===== src/rtl/rxp_pkg.sv =====
package rxp_pkg;
  typedef enum logic {
    LANE_BYTE = 1'b0,
    LANE_HALF = 1'b1
  } lane_mode_e;

  function automatic int lanes_per_word(input int word_w, input int lane_w);
    return word_w / lane_w;
  endfunction
endpackage


===== src/rtl/rxp_clear_ctl.sv =====
module rxp_clear_ctl (
  input  logic clk,
  input  logic flush,
  input  logic wide_in,
  output logic clr
);
  logic mode_q;

  // The mode is remembered on every edge, reset included, so that a steady
  // width select never produces a clear.
  always_ff @(posedge clk) begin
    mode_q <= wide_in;
  end

  assign clr = flush | (wide_in != mode_q);
endmodule


===== src/rtl/rxp_pack_stage.sv =====
module rxp_pack_stage
  import rxp_pkg::*;
#(
  parameter int BYTE_W = 8,
  parameter int WORD_W = 32
) (
  input  logic                  clk,
  input  logic                  rst,
  input  logic                  clr,
  input  logic                  wide,
  input  logic                  samp_valid,
  input  logic [2*BYTE_W-1:0]   samp_data,
  input  logic                  hold_empty,
  output logic                  xfer,
  output logic [WORD_W-1:0]     xfer_word,
  output logic                  full
);
  localparam int HALF_W   = 2 * BYTE_W;
  localparam int N_BYTE   = lanes_per_word(WORD_W, BYTE_W);
  localparam int N_HALF   = lanes_per_word(WORD_W, HALF_W);
  localparam int CNT_W    = (N_BYTE > 1) ? $clog2(N_BYTE) : 1;

  logic [WORD_W-1:0] pack_q;
  logic [WORD_W-1:0] word_n;
  logic [CNT_W-1:0]  cnt_q;
  logic [CNT_W-1:0]  last_cnt;
  logic              full_q;
  logic              accept;
  logic              complete;

  assign last_cnt = wide ? CNT_W'(N_HALF - 1) : CNT_W'(N_BYTE - 1);
  assign accept   = samp_valid & ~full_q & ~clr;
  assign complete = accept & (cnt_q == last_cnt);

  // Little-endian lane insertion: the lane index is the sample count.
  always_comb begin
    word_n = pack_q;
    if (wide) begin
      for (int i = 0; i < N_HALF; i++) begin
        if (cnt_q == CNT_W'(i)) word_n[i*HALF_W +: HALF_W] = samp_data;
      end
    end else begin
      for (int i = 0; i < N_BYTE; i++) begin
        if (cnt_q == CNT_W'(i)) word_n[i*BYTE_W +: BYTE_W] = samp_data[BYTE_W-1:0];
      end
    end
  end

  assign xfer      = ~clr & hold_empty & (full_q | complete);
  assign xfer_word = full_q ? pack_q : word_n;
  assign full      = full_q;

  always_ff @(posedge clk) begin
    if (rst || clr) begin
      cnt_q  <= '0;
      full_q <= 1'b0;
      if (rst) pack_q <= '0;
    end else if (xfer) begin
      cnt_q  <= '0;
      full_q <= 1'b0;
    end else if (complete) begin
      pack_q <= word_n;
      cnt_q  <= '0;
      full_q <= 1'b1;
    end else if (accept) begin
      pack_q <= word_n;
      cnt_q  <= cnt_q + 1'b1;
    end
  end

  // a waiting word sits with its lane counter rewound.
  assert_wait_cnt_zero_R5: assert property (@(posedge clk) disable iff (rst)
    full_q |-> (cnt_q == '0));

  // while the reader is busy, a waiting word ignores incoming samples.
  assert_wait_word_kept_R7: assert property (@(posedge clk) disable iff (rst)
    (full_q && !clr && !hold_empty) |=> (full_q && $stable(pack_q)));

  // an idle bus cycle leaves the lane counter alone.
  assert_idle_no_count_R11: assert property (@(posedge clk) disable iff (rst)
    (!samp_valid && !clr && !full_q && !xfer) |=> $stable(cnt_q));
endmodule


===== src/rtl/rxp_hold_stage.sv =====
module rxp_hold_stage #(
  parameter int WORD_W = 32
) (
  input  logic              clk,
  input  logic              rst,
  input  logic              clr,
  input  logic              load,
  input  logic [WORD_W-1:0] load_word,
  input  logic              ready,
  output logic              valid,
  output logic [WORD_W-1:0] data
);
  logic              valid_q;
  logic [WORD_W-1:0] data_q;

  always_ff @(posedge clk) begin
    if (rst) begin
      valid_q <= 1'b0;
      data_q  <= '0;
    end else if (clr) begin
      valid_q <= 1'b0;
    end else if (load) begin
      valid_q <= 1'b1;
      data_q  <= load_word;
    end else if (valid_q && ready) begin
      valid_q <= 1'b0;
    end
  end

  assign valid = valid_q;
  assign data  = data_q;

  // the packing stage never pushes into an occupied holding register.
  assert_no_overwrite_R8: assert property (@(posedge clk) disable iff (rst)
    load |-> !valid_q);

  // an unread word stays put.
  assert_hold_stable_R8: assert property (@(posedge clk) disable iff (rst)
    (valid_q && !ready && !clr) |=> (valid_q && $stable(data_q)));
endmodule


===== src/rtl/rx_word_packer.sv =====
module rx_word_packer #(
  parameter int BYTE_W = 8,
  parameter int WORD_W = 32
) (
  input  logic                clk,
  input  logic                rst,
  input  logic                wide_mode,
  input  logic                flush,
  input  logic                samp_valid,
  input  logic [2*BYTE_W-1:0] samp_data,
  output logic [WORD_W-1:0]   hold_data,
  output logic                hold_valid,
  input  logic                hold_ready,
  output logic                start_ok
);
  logic              clr;
  logic              xfer;
  logic [WORD_W-1:0] xfer_word;
  logic              pack_full;

  rxp_clear_ctl u_clear (
    .clk     (clk),
    .flush   (flush),
    .wide_in (wide_mode),
    .clr     (clr)
  );

  rxp_pack_stage #(.BYTE_W(BYTE_W), .WORD_W(WORD_W)) u_pack (
    .clk        (clk),
    .rst        (rst),
    .clr        (clr),
    .wide       (wide_mode),
    .samp_valid (samp_valid),
    .samp_data  (samp_data),
    .hold_empty (~hold_valid),
    .xfer       (xfer),
    .xfer_word  (xfer_word),
    .full       (pack_full)
  );

  rxp_hold_stage #(.WORD_W(WORD_W)) u_hold (
    .clk       (clk),
    .rst       (rst),
    .clr       (clr),
    .load      (xfer),
    .load_word (xfer_word),
    .ready     (hold_ready),
    .valid     (hold_valid),
    .data      (hold_data)
  );

  // Decoded straight from the two occupancy flops.
  assign start_ok = ~(pack_full & hold_valid);

  // any clear leaves both stages empty.
  assert_clear_empties_R9: assert property (@(posedge clk) disable iff (rst)
    clr |=> (!hold_valid && start_ok));

  // a read with nothing waiting leaves the holding register empty.
  assert_read_drains_R5: assert property (@(posedge clk) disable iff (rst)
    (hold_valid && hold_ready && !pack_full && !clr) |=> !hold_valid);
endmodule


===== config.mk =====
export PLATFORM = sky130hd
export DESIGN_NAME = rx_word_packer
export DESIGN_NICKNAME = d
export VERILOG_FILES = /design/src/rtl/rxp_pkg.sv /design/src/rtl/rxp_clear_ctl.sv /design/src/rtl/rxp_pack_stage.sv /design/src/rtl/rxp_hold_stage.sv /design/src/rtl/rx_word_packer.sv
export SDC_FILE = /design/constraint.sdc
export NUM_CORES = 1
export LEC_CHECK = 0
export ABC_CLOCK_PERIOD_IN_PS = 2800
export BUFFER_PORTS_ARGS = -buffer_cell sky130_fd_sc_hd__buf_2
export CAP_MARGIN = 20
export CORE_ASPECT_RATIO = 1.2
export CORE_MARGIN = 4
export CORE_UTILIZATION = 58
export DETAILED_ROUTE_END_ITERATION = 10
export GPL_ROUTABILITY_DRIVEN = 0
export HOLD_SLACK_MARGIN = 0.1
export PLACE_DENSITY = 0.78
export SYNTH_ARGS = -nofsm -noshare
export SYNTH_HDL_FRONTEND = slang
export SYNTH_SLANG_ARGS = --single-unit

===== constraint.sdc =====
create_clock -name clk -period 2.8 [get_ports clk]
set_clock_uncertainty 0.1 [all_clocks]
set_input_delay 0 -clock clk [delete_from_list [all_inputs] [get_ports clk]]
set_output_delay 0 -clock clk [all_outputs]
set_load 0.05 [all_outputs]

# Word-level counts from Yosys, hierarchy flattened
# Index checks and enable logic that the tools add are counted.
# word_totals
output_inout_bits	34
reg_bits	69
# classes
reduce_logical	10
n_mux	16
bitwise_logic	12
n_eq_ne	7
add_sub_neg	1
# ops
cell	n
32-bit two-way mux	7
16-bit two-way mux	2
8-bit two-way mux	4
1-bit AND	6
2-bit equality test, second input constant	2
2-bit != test, second input constant	2
1-bit NOT	4
2-bit OR reduction	2
3-bit AND reduction	1
3-bit nonzero test	1
3-bit OR reduction	1
2-bit by 1-bit adder with 2-bit output, second input constant	1
2-bit by 1-bit equality test with 1-bit output, second input constant	1
2-bit equality test	1
2-bit zero test	1
1-bit two-way mux	2
2-bit two-way mux	1
1-bit OR	2
2-bit AND reduction	1
2-bit nonzero test	1
1-bit logical AND	1
1-bit logical OR	1
1-bit != test	1

# Depth between registers and ports, before layout
# Gate-level depths: netlist of the first run.
# logic_depth
ltp_word	9
ltp_mapped	8
depth_no_buf	6

# Cells and area by module
# Synthesis of the first run repeated with hierarchy kept, for this count alone.
# hier_totals
hier_cells	400
area_unflattened_um2	4060.1
# by_module_without_submodules
mod	cells_per_inst	area_per_inst_um2	seq_area_each_um2	instances
rxp_pack_stage	246	2508.7	1021.0	1
rxp_hold_stage	149	1508.9	660.6	1
rxp_clear_ctl	3	35.0	20.0	1
rx_word_packer	2	7.5	0.0	1

# Least setup slack after synthesis of the first run
# OpenSTA, ideal clock, no wires.
# synth_path
kind	flip-flop to flip-flop
start	register u_hold.valid_q (netlist: u_hold.valid)
end	register u_pack.pack_q[0] (enable)
slack_ns	0.453
n_path_buf	1
arrival_ns	1.859
setup_ns	0.388
path_stages_with_launch	5
required_ns	2.312
path_cell_list	dfxtp_1 > nor3_2 > buf_2 > nand2_1 > a21o_1
# synth_between
elab_chain_cells	5
# synth_rtl
item	line_no	rtl
start: declaration	rxp_hold_stage.sv:13	logic valid_q;
start signal: assignment	rxp_hold_stage.sv:18	valid_q <= 1'b0;
start signal: assignment	rxp_hold_stage.sv:21	valid_q <= 1'b0;
start signal: assignment	rxp_hold_stage.sv:23	valid_q <= 1'b1;
1-bit NOT	rx_word_packer.sv:35	.hold_empty (~hold_valid),
1-bit AND (2 in series)	rxp_pack_stage.sv:49	assign xfer = ~clr & hold_empty & (full_q | complete);
2-bit != test (no source line)	-	
3-bit AND reduction (no source line)	-	
end signal: assignment	rxp_pack_stage.sv:62	pack_q <= word_n;
end signal: assignment	rxp_pack_stage.sv:66	pack_q <= word_n;
end: declaration	rxp_pack_stage.sv:23	logic [WORD_W-1:0] pack_q;
# Every way passes these cells.
# A chain may end at the register's enable or synchronous reset.

# Worst setup path in the final report of the first run
# layout_path
start	register u_pack.cnt_q[0]
end	register u_hold.data_q[6] (netlist: u_hold.data[6])
# layout_between
elab_chain_cells	5
elab_cells_between_ends	10
# layout_rtl
item	line_no	rtl
start: declaration	rxp_pack_stage.sv:25	logic [CNT_W-1:0] cnt_q;
start signal: assignment	rxp_pack_stage.sv:67	cnt_q <= cnt_q + 1'b1;
2-bit equality test	rxp_pack_stage.sv:33	assign complete = accept & (cnt_q == last_cnt);
1-bit AND	rxp_pack_stage.sv:33	
1-bit OR	rxp_pack_stage.sv:49	
1-bit AND	rxp_pack_stage.sv:49	
2-bit AND reduction (no source line)	-	
end signal: assignment	rxp_hold_stage.sv:24	data_q <= load_word;
end: declaration	rxp_hold_stage.sv:14	logic [WORD_W-1:0] data_q;
# Parallel ways exist; a longest one is shown, timed or not.

==> results of run 1 <==
-- through the flow --
step           instances  instance area (sq um)  power (mW)  util (%)
2_1_floorplan        365                   3930        1.27         -
3_3_place_gp         488                   4220        1.34      64.6
3_5_place_dp         488                   4220        1.35      64.6
4_1_cts              526                   4620        2.15      70.8
5_1_grt              526                   4620        2.21      70.8
6_report             526                   4620        2.15      70.8
-- sequential cells by signal, indices dropped and copies added (netlist names) --
signal          cells
u_clear.mode_q      1
u_hold.data        32
u_hold.valid        1
u_pack.cnt_q        2
u_pack.full         1
u_pack.pack_q      32
-- power groups by stage --
stage,combinational [mW],sequential (mW),clock [mW]
floorplan,0.144,1.13,0
global placement,0.211,1.13,0
detailed placement,0.217,1.13,0
CTS,0.239,1.11,0.797
global route,0.263,1.11,0.837
finish,0.241,1.11,0.793
-- area by class of cell --
class | count | area share, %
flip-flops and latches | 69 | 36.8
clock buffers | 13 | 3.22
multi-input cells | 262 | 43.6
inverters | 3 | 0.244
clock inverters | 3 | 0.812
repair buffers | 91 | 13.0
well taps | 85 | 2.30
-- layout by cell type, fill, tap and decap left out, types with 2 or more instances in the layout --
cell type,n
dfxtp_1,37
nor3_1,8
nand2b_1,18
nor4b_1,7
nand3b_1,2
o221ai_1,16
ha_1,4
edfxtp_1,32
nand2_1,2
a211oi_2,16
nor2b_1,16
mux2i_1,60
nor3_2,3
xor2_1,2
buf_4,14
clkinv_1,2
buf_2,55
mux2_2,7
clkbuf_1,3
inv_1,3
a211oi_1,18
nor2_1,40
a21oi_1,33
clkbuf_8,10
dlygate4sd3_1,22
-- Yosys cell counts (all sizes together) (3+ instances only) --
library cell / n
inv: 3
mux2: 7
mux2i: 61
a211oi: 34
clkbuf: 11
buf: 20
edfxtp: 32
dfxtp: 37
nor3: 11
a21oi: 33
nor4b: 8
o221ai: 16
nor2b: 16
ha: 4
nand2b: 18
nor2: 41
-- worst max-delay path by stage --
stage	slack [ns]	endpoint	cells after the start	from
floorplan	0.45	u_pack.pack_q[0]	4	u_hold.valid
global placement	0.74	u_hold.data[31]	5	u_pack.cnt_q[0]
detailed placement	0.68	u_hold.data[31]	5	u_pack.cnt_q[0]
CTS	0.27	u_hold.data[6]	7	u_pack.cnt_q[0]
global route	0.13	u_hold.data[6]	7	u_pack.cnt_q[0]
finish	0.27	u_hold.data[6]	7	u_pack.cnt_q[0]
-- kinds of logic after synthesis --
kind of cell	after synthesis	synth area share, %
muxes	68	17.9
DFF	69	43.3
AOI/OAI and AO/OA	86	16.9
buffers and inverters	34	5.38
adders and majority gates	4	1.27
and+or+nand+nor	101	14.6
xor gates and xnor gates	3	0.669
-- metal layers --
| metal | wire length, um | GRT usage, % |
|---|---|---|
| met4 | 226 | 9.81 |
| met3 | 466 | 2.87 |
| met5 | 0 | 0 |
| met1 | 4030 | 30.5 |
| met2 | 4710 | 39.3 |
-- worst max-delay path: cells and delay by family (launching register included) --
family | cells | cell delay, ns
simple gates | 1 | 0.39
buf+inv | 3 | 0.90
mux | 1 | 0.27
fa+ha+maj | 1 | 0.24
flops | 1 | 0.44
compound gates | 1 | 0.09
==> flow_metrics.py, run 1 <==
metrics = {
    "run_status": {
        "outcome": "completed",
    },
    "detailed_routing": {
        "via_per_inst": 6.01,
        "drc": 0,
        "drt_iter0_drc": 290,
        "antenna_left": 0,
        "dr.pass1.iters": 6,
        "drt_wl_total_mm": 9.43,
        "vias": 3160,
        "avgRoutedWirePerCell_um": 17.9,
    },
    "power": {
        "clkPwrFrac_pct": 36.9,
        "combinationalPowerShare_pct": 11.2,
        "ir_drop_uv": 322,
        "p_leak_nw": 1.84,
        "p_int_mw": 1.62,
        "seqPwrFrac_pct": 51.8,
        "p_sw_mw": 0.526,
        "powerDensity_nw_per_um2": 464,
        "p_sw_share_pct": 24.5,
    },
    "cts": {
        "clk_latency_ns": 0.33,
        "cts_buffers": 9,
        "cts_tree": "yes",
        "cts_resized": 0,
        "cts-htree-levels": 3,
        "clockBufferDepth": 2,
        "clk_pin_slew_ns": 0.07,
        "ctsHoldBuffers": 22,
        "cts_root_buf": "clkbuf_8",
        "post_cts_buffers": 0,
        "cts.sinks": 69,
    },
    "logic_synthesis": {
        "synthArstFlopShare_pct": 0,
        "synth-seq-area-share_pct": 43.3,
        "synth-seq-cells": 69,
        "synth.area.top_cells": "edfxtp_1 24%, dfxtp_1 19%, mux2i_1 15%",
        "synth_top_area_cell": "edfxtp_1",
        "synth_cell_types": 34,
        "synth_top_cell_area_share_pct": 24.5,
        "synth_area_sq_um": 3930,
        "syn_area_per_cell_sq_um": 10.8,
        "synthFlopType": "dfxtp_1",
        "ys_warn_count": 0,
        "synth_edf_count": 32,
        "synth_cells": 365,
        "syn_nets": 391,
    },
    "critical_path": {
        "reg2reg_from": "u_pack.cnt_q[0]",
        "worstSetupPathType": "flip-flop to flip-flop",
        "reg2regPathDepth": 7,
        "timing.rr.end": "u_hold.data[6]",
        "regToRegSetupSlack_ns": 0.27,
        "max_stage_delay_ns": 0.59,
        "critPathRequiredTime_ns": 2.92,
        "critPathLaunchType": "flip-flop",
        "worst-path-max-fanout": 12,
        "crit_arrival_ns": 2.65,
        "crit_path_end_kind": "flip-flop",
        "worstPathCellList": "inv_1 > ha_1 > buf_4 > nand2b_1 > mux2i_1 > a211oi_2 > dlygate4sd3_1",
        "slowest_stage": "dlygate4sd3_1",
    },
    "sta": {
        "fin_setup_tns_ns": 0,
        "relSlewSlack_pct": 55.5,
        "max_freq_mhz": 395,
        "tightest_slew_ns": 0.666,
        "layout_setup_ws_ns": 0.270,
        "hold_viol": 0,
        "period_needed_ns": 2.53,
        "maxSlewViolCount": 0,
        "rsz0062_at_grt": "false",
        "finalSetupViolations": 0,
        "whs_ns": 0.108,
        "min_period_over_period_pct": 90.3,
    },
    "hold_path": {
        "worstHoldPathCells": 4,
        "holdPathEnd": "u_pack.cnt_q[1]",
        "hold_class": "primary input to flip-flop",
        "hold_path_startpoint": "samp_valid",
    },
    "final_layout": {
        "syn_to_final_growth_pct": 17.6,
        "diodes": 0,
        "multi_input_area_sq_um": 2020,
        "register_area_sq_um": 1700,
        "drive_gt1_share_pct": 24.9,
        "nFillCells": 497,
        "nets": 462,
    },
    "global_route": {
        "grt-ovfl-total": 0,
        "grt_pass1_vias": 3155,
        "grt_pass1_wl_mm": 15.7,
        "grt_max_degree": 47,
        "antenna_found_initial": 0,
        "grtUsageTotal_pct": 23.4,
    },
    "placed_design": {
        "place_ws_ns": 0.681,
        "hpwl_mm": 5.98,
        "port_buffers": 55,
    },
    "floorplan": {
        "die_area_sq_um": 8160,
        "core-area_sq_um": 6530,
        "die_h_um": 98.2,
        "num_rows": 32,
        "start_util_pct": 60.2,
        "io_pins": 56,
        "die_w_um": 83.1,
    },
    "run": {
        "maxCapViolCount": 0,
    },
}
No activity file was read; power rests on OpenSTA's default activity.
==> run 2: changes to the inputs <==
--- a/config.mk
+++ b/config.mk
@@ -5,6 +5,7 @@
 export SDC_FILE = /design/constraint.sdc
 export NUM_CORES = 1
 export LEC_CHECK = 0
+export ABC_AREA = 1
 export ABC_CLOCK_PERIOD_IN_PS = 2800
 export BUFFER_PORTS_ARGS = -buffer_cell sky130_fd_sc_hd__buf_2
 export CAP_MARGIN = 20
@@ -14,7 +15,7 @@
 export DETAILED_ROUTE_END_ITERATION = 10
 export GPL_ROUTABILITY_DRIVEN = 0
 export HOLD_SLACK_MARGIN = 0.1
-export PLACE_DENSITY = 0.78
+export PLACE_DENSITY = 0.77
 export SYNTH_ARGS = -nofsm -noshare
 export SYNTH_HDL_FRONTEND = slang
 export SYNTH_SLANG_ARGS = --single-unit
==> run 2 against run 1 <==
  * Core utilization is 0.092 points higher
  * Critical endpoint is now u_pack.pack_q[25]
  * Synthesized cell count is 68% higher
  * Critical path type unchanged
  * Die area is 4.5% higher
==> flow_metrics.py, run 2 <==
metrics = {
    "critical_path": {
        "crit_cells": 9,
        "worstSetupPathType": "flip-flop to flip-flop",
        "critPathLaunchType": "flip-flop",
        "reg2regPathDepth": 9,
        "worst-path-max-fanout": 24,
        "max_stage_delay_ns": 0.55,
        "slowest_stage": "dlygate4sd3_1",
        "crit_path_end_kind": "flip-flop",
        "cp_common_cell": "nand2_1",
        "critPathRequiredTime_ns": 2.82,
        "cp_num_buf_inv": 4,
        "crit_arrival_ns": 2.51,
        "worstPathCellList": "inv_1 > ha_1 > buf_4 > clkinvlp_4 > nand2_1 > nand3_1 > nand2_1 > dlygate4sd3_1 > nor2_1",
        "cp_top_family": "buffers and inverters",
    },
    "detailed_routing": {
        "vias": 4204,
        "antenna_left": 0,
        "via_per_inst": 5.47,
        "drt_iter0_drc": 563,
        "drc": 0,
        "dr.pass1.iters": 5,
        "drt_wl_total_mm": 11.5,
        "avgRoutedWirePerCell_um": 14.9,
    },
    "final_layout": {
        "mostFrequentLayoutCells": "211 x nand2_1, 106 x nand3_1, 71 x nor2_1",
        "finalCoreUtilization_pct": 70.9,
        "drive_gt1_share_pct": 13.5,
        "diodes": 0,
        "nets": 702,
        "syn_to_final_growth_pct": 18.6,
        "layout_commonest_cell": "nand2_1",
    },
    "sta": {
        "period_needed_ns": 2.49,
        "fin_setup_tns_ns": 0,
        "finalSetupViolations": 0,
        "maxSlewViolCount": 0,
        "tightest_slew_ns": 0.494,
        "hold_viol": 0,
        "min_period_over_period_pct": 89.0,
        "relSlewSlack_pct": 67.0,
        "rsz0062_at_grt": "false",
        "max_freq_mhz": 401,
    },
    "placed_design": {
        "hpwl_mm": 7.57,
        "port_buffers": 55,
    },
    "cts": {
        "cts-htree-levels": 3,
        "clk_latency_ns": 0.36,
        "cts_root_buf": "clkbuf_8",
        "cts.sinks": 69,
        "clockBufferDepth": 2,
        "clk_pin_slew_ns": 0.07,
        "cts_buffers": 9,
        "cts_tree": "yes",
    },
    "power": {
        "powerDensity_nw_per_um2": 492,
        "ir_drop_uv": 269,
        "p_leak_nw": 2.39,
    },
    "global_route": {
        "grt-ovfl-total": 0,
        "grtUsageTotal_pct": 28.2,
        "grt_max_degree": 53,
        "grt_pass1_wl_mm": 19.0,
        "grt_pass1_vias": 3883,
        "antenna_found_initial": 0,
    },
    "logic_synthesis": {
        "synthXorXnorAreaFrac_pct": 0.212,
        "synth_cells": 614,
        "synth_top_cell_area_share_pct": 23.3,
        "synth-compound-area-share_pct": 5.22,
        "synth_top_area_cell": "edfxtp_1",
        "synth_area_sq_um": 4120,
        "synth.area.top_cells": "edfxtp_1 23%, nand2_1 19%, dfxtp_1 18%",
        "ys_warn_count": 0,
        "synthArstFlopShare_pct": 0,
        "synth_mux_area_share_pct": 1.94,
        "yosysMostFrequentCell": "nand2_1",
        "synth_top_family_by_area": "simple AND/OR/NAND/NOR gates",
        "synth-seq-cells": 69,
        "syn_area_per_cell_sq_um": 6.72,
        "synth-seq-area-share_pct": 41.3,
        "syn_nets": 640,
        "synth_fa_ha_area_share_pct": 1.21,
        "yosys.area_share.simple_pct": 39.5,
        "synth_common_cells": "211 x nand2_1, 106 x nand3_1, 71 x nor2_1",
        "synth_cell_types": 23,
        "synth_edf_count": 32,
        "synthFlopType": "dfxtp_1",
    },
    "floorplan": {
        "die_area_sq_um": 8530,
        "die_w_um": 85.0,
        "core-area_sq_um": 6900,
        "start_util_pct": 59.8,
        "io_pins": 56,
        "die_h_um": 100,
        "num_rows": 33,
    },
    "hold_path": {
        "worstHoldPathCells": 6,
        "hold_class": "primary input to flip-flop",
    },
    "run": {
        "maxCapViolCount": 0,
    },
    "run_status": {
        "outcome": "completed",
    },
}
run 2: cells by family (layout without fill, tap and decap cells):
| logic type | count (synthesis) | after routing |
|---|---|---|
| AO/OA/AOI/OAI | 43 | 43 |
| XOR/XNOR | 1 | 1 |
| adder cells (fa/ha/maj) | 4 | 4 |
| buffers and inverters | 96 | 163 |
| flip-flops | 69 | 69 |
| multiplexers | 8 | 8 |
| AND/OR/NAND/NOR | 393 | 393 |
run 2: tightest hold or removal path, cell delays in order:
cell	delay, ns
buf_2	0.10
inv_1	0.07
nor3_1	0.05
buf_4	0.15
xor2_1	0.13
nor2_1	0.05
run 2: layout make-up:
cell class,instances,area (sq um)
fill,595,2010
multi-input combinational,449,1990
sequential,69,1700
timing repair buffer,91,638
inverter,56,220
clock buffer,11,153
tap,87,109
clock inverter,5,81.3
run 2: routing by layer:
metal | vias to the layer above | wire length [um] | GRT usage [%]
met1 | 1834 | 4840 | 39.7
met4 | 0 | 314 | 12.7
met2 | 257 | 5070 | 42.1
met5 | - | 0 | 0
li1 | 2080 | - | -
met3 | 33 | 1240 | 5.09
run 2: what timing repair did:
| item | 4_1_cts | 5_1_grt |
|---|---|---|
| setup buffers | 0 | 2 |
| hold buffers | 22 | 0 |
| endpoints found under the setup margin | 0 | 2 |
| gates resized for setup | 0 | 2 |
| hold endpoints to repair | 65 | 0 |
run 2: path summary, 6_finish.rpt:
check,start,to,slack (ns)
worst min-delay path,samp_valid,u_pack.cnt_q[0],0.14
worst min register to register,u_hold.data[11],u_hold.data[11],0.38
worst max-delay path,u_pack.cnt_q[1],u_pack.pack_q[25],0.31
worst max register to register,u_pack.cnt_q[1],u_pack.pack_q[25],0.31
run 2: stage by stage:
step | total power [mW] | worst slack, ns | hold WS, ns | std cells | area, sq um
after floorplan | 1.34 | 0.522 | -0.0723 | 614 | 4120
after global placement | 1.42 | 0.637 | 0.164 | 728 | 4410
after detailed placement | 1.43 | 0.565 | 0.192 | 728 | 4410
after CTS | 2.41 | 0.177 | 0.123 | 766 | 4870
after global routing | 2.51 | 0.122 | 0.186 | 768 | 4890
final | 2.41 | 0.309 | 0.145 | 768 | 4890
run 2: report_power, final:
part	switching [mW]	total (mW)	internal, mW
Sequential	0.0252	1.12	1.09
Clock	0.409	0.965	0.556
Combinational	0.207	0.325	0.118
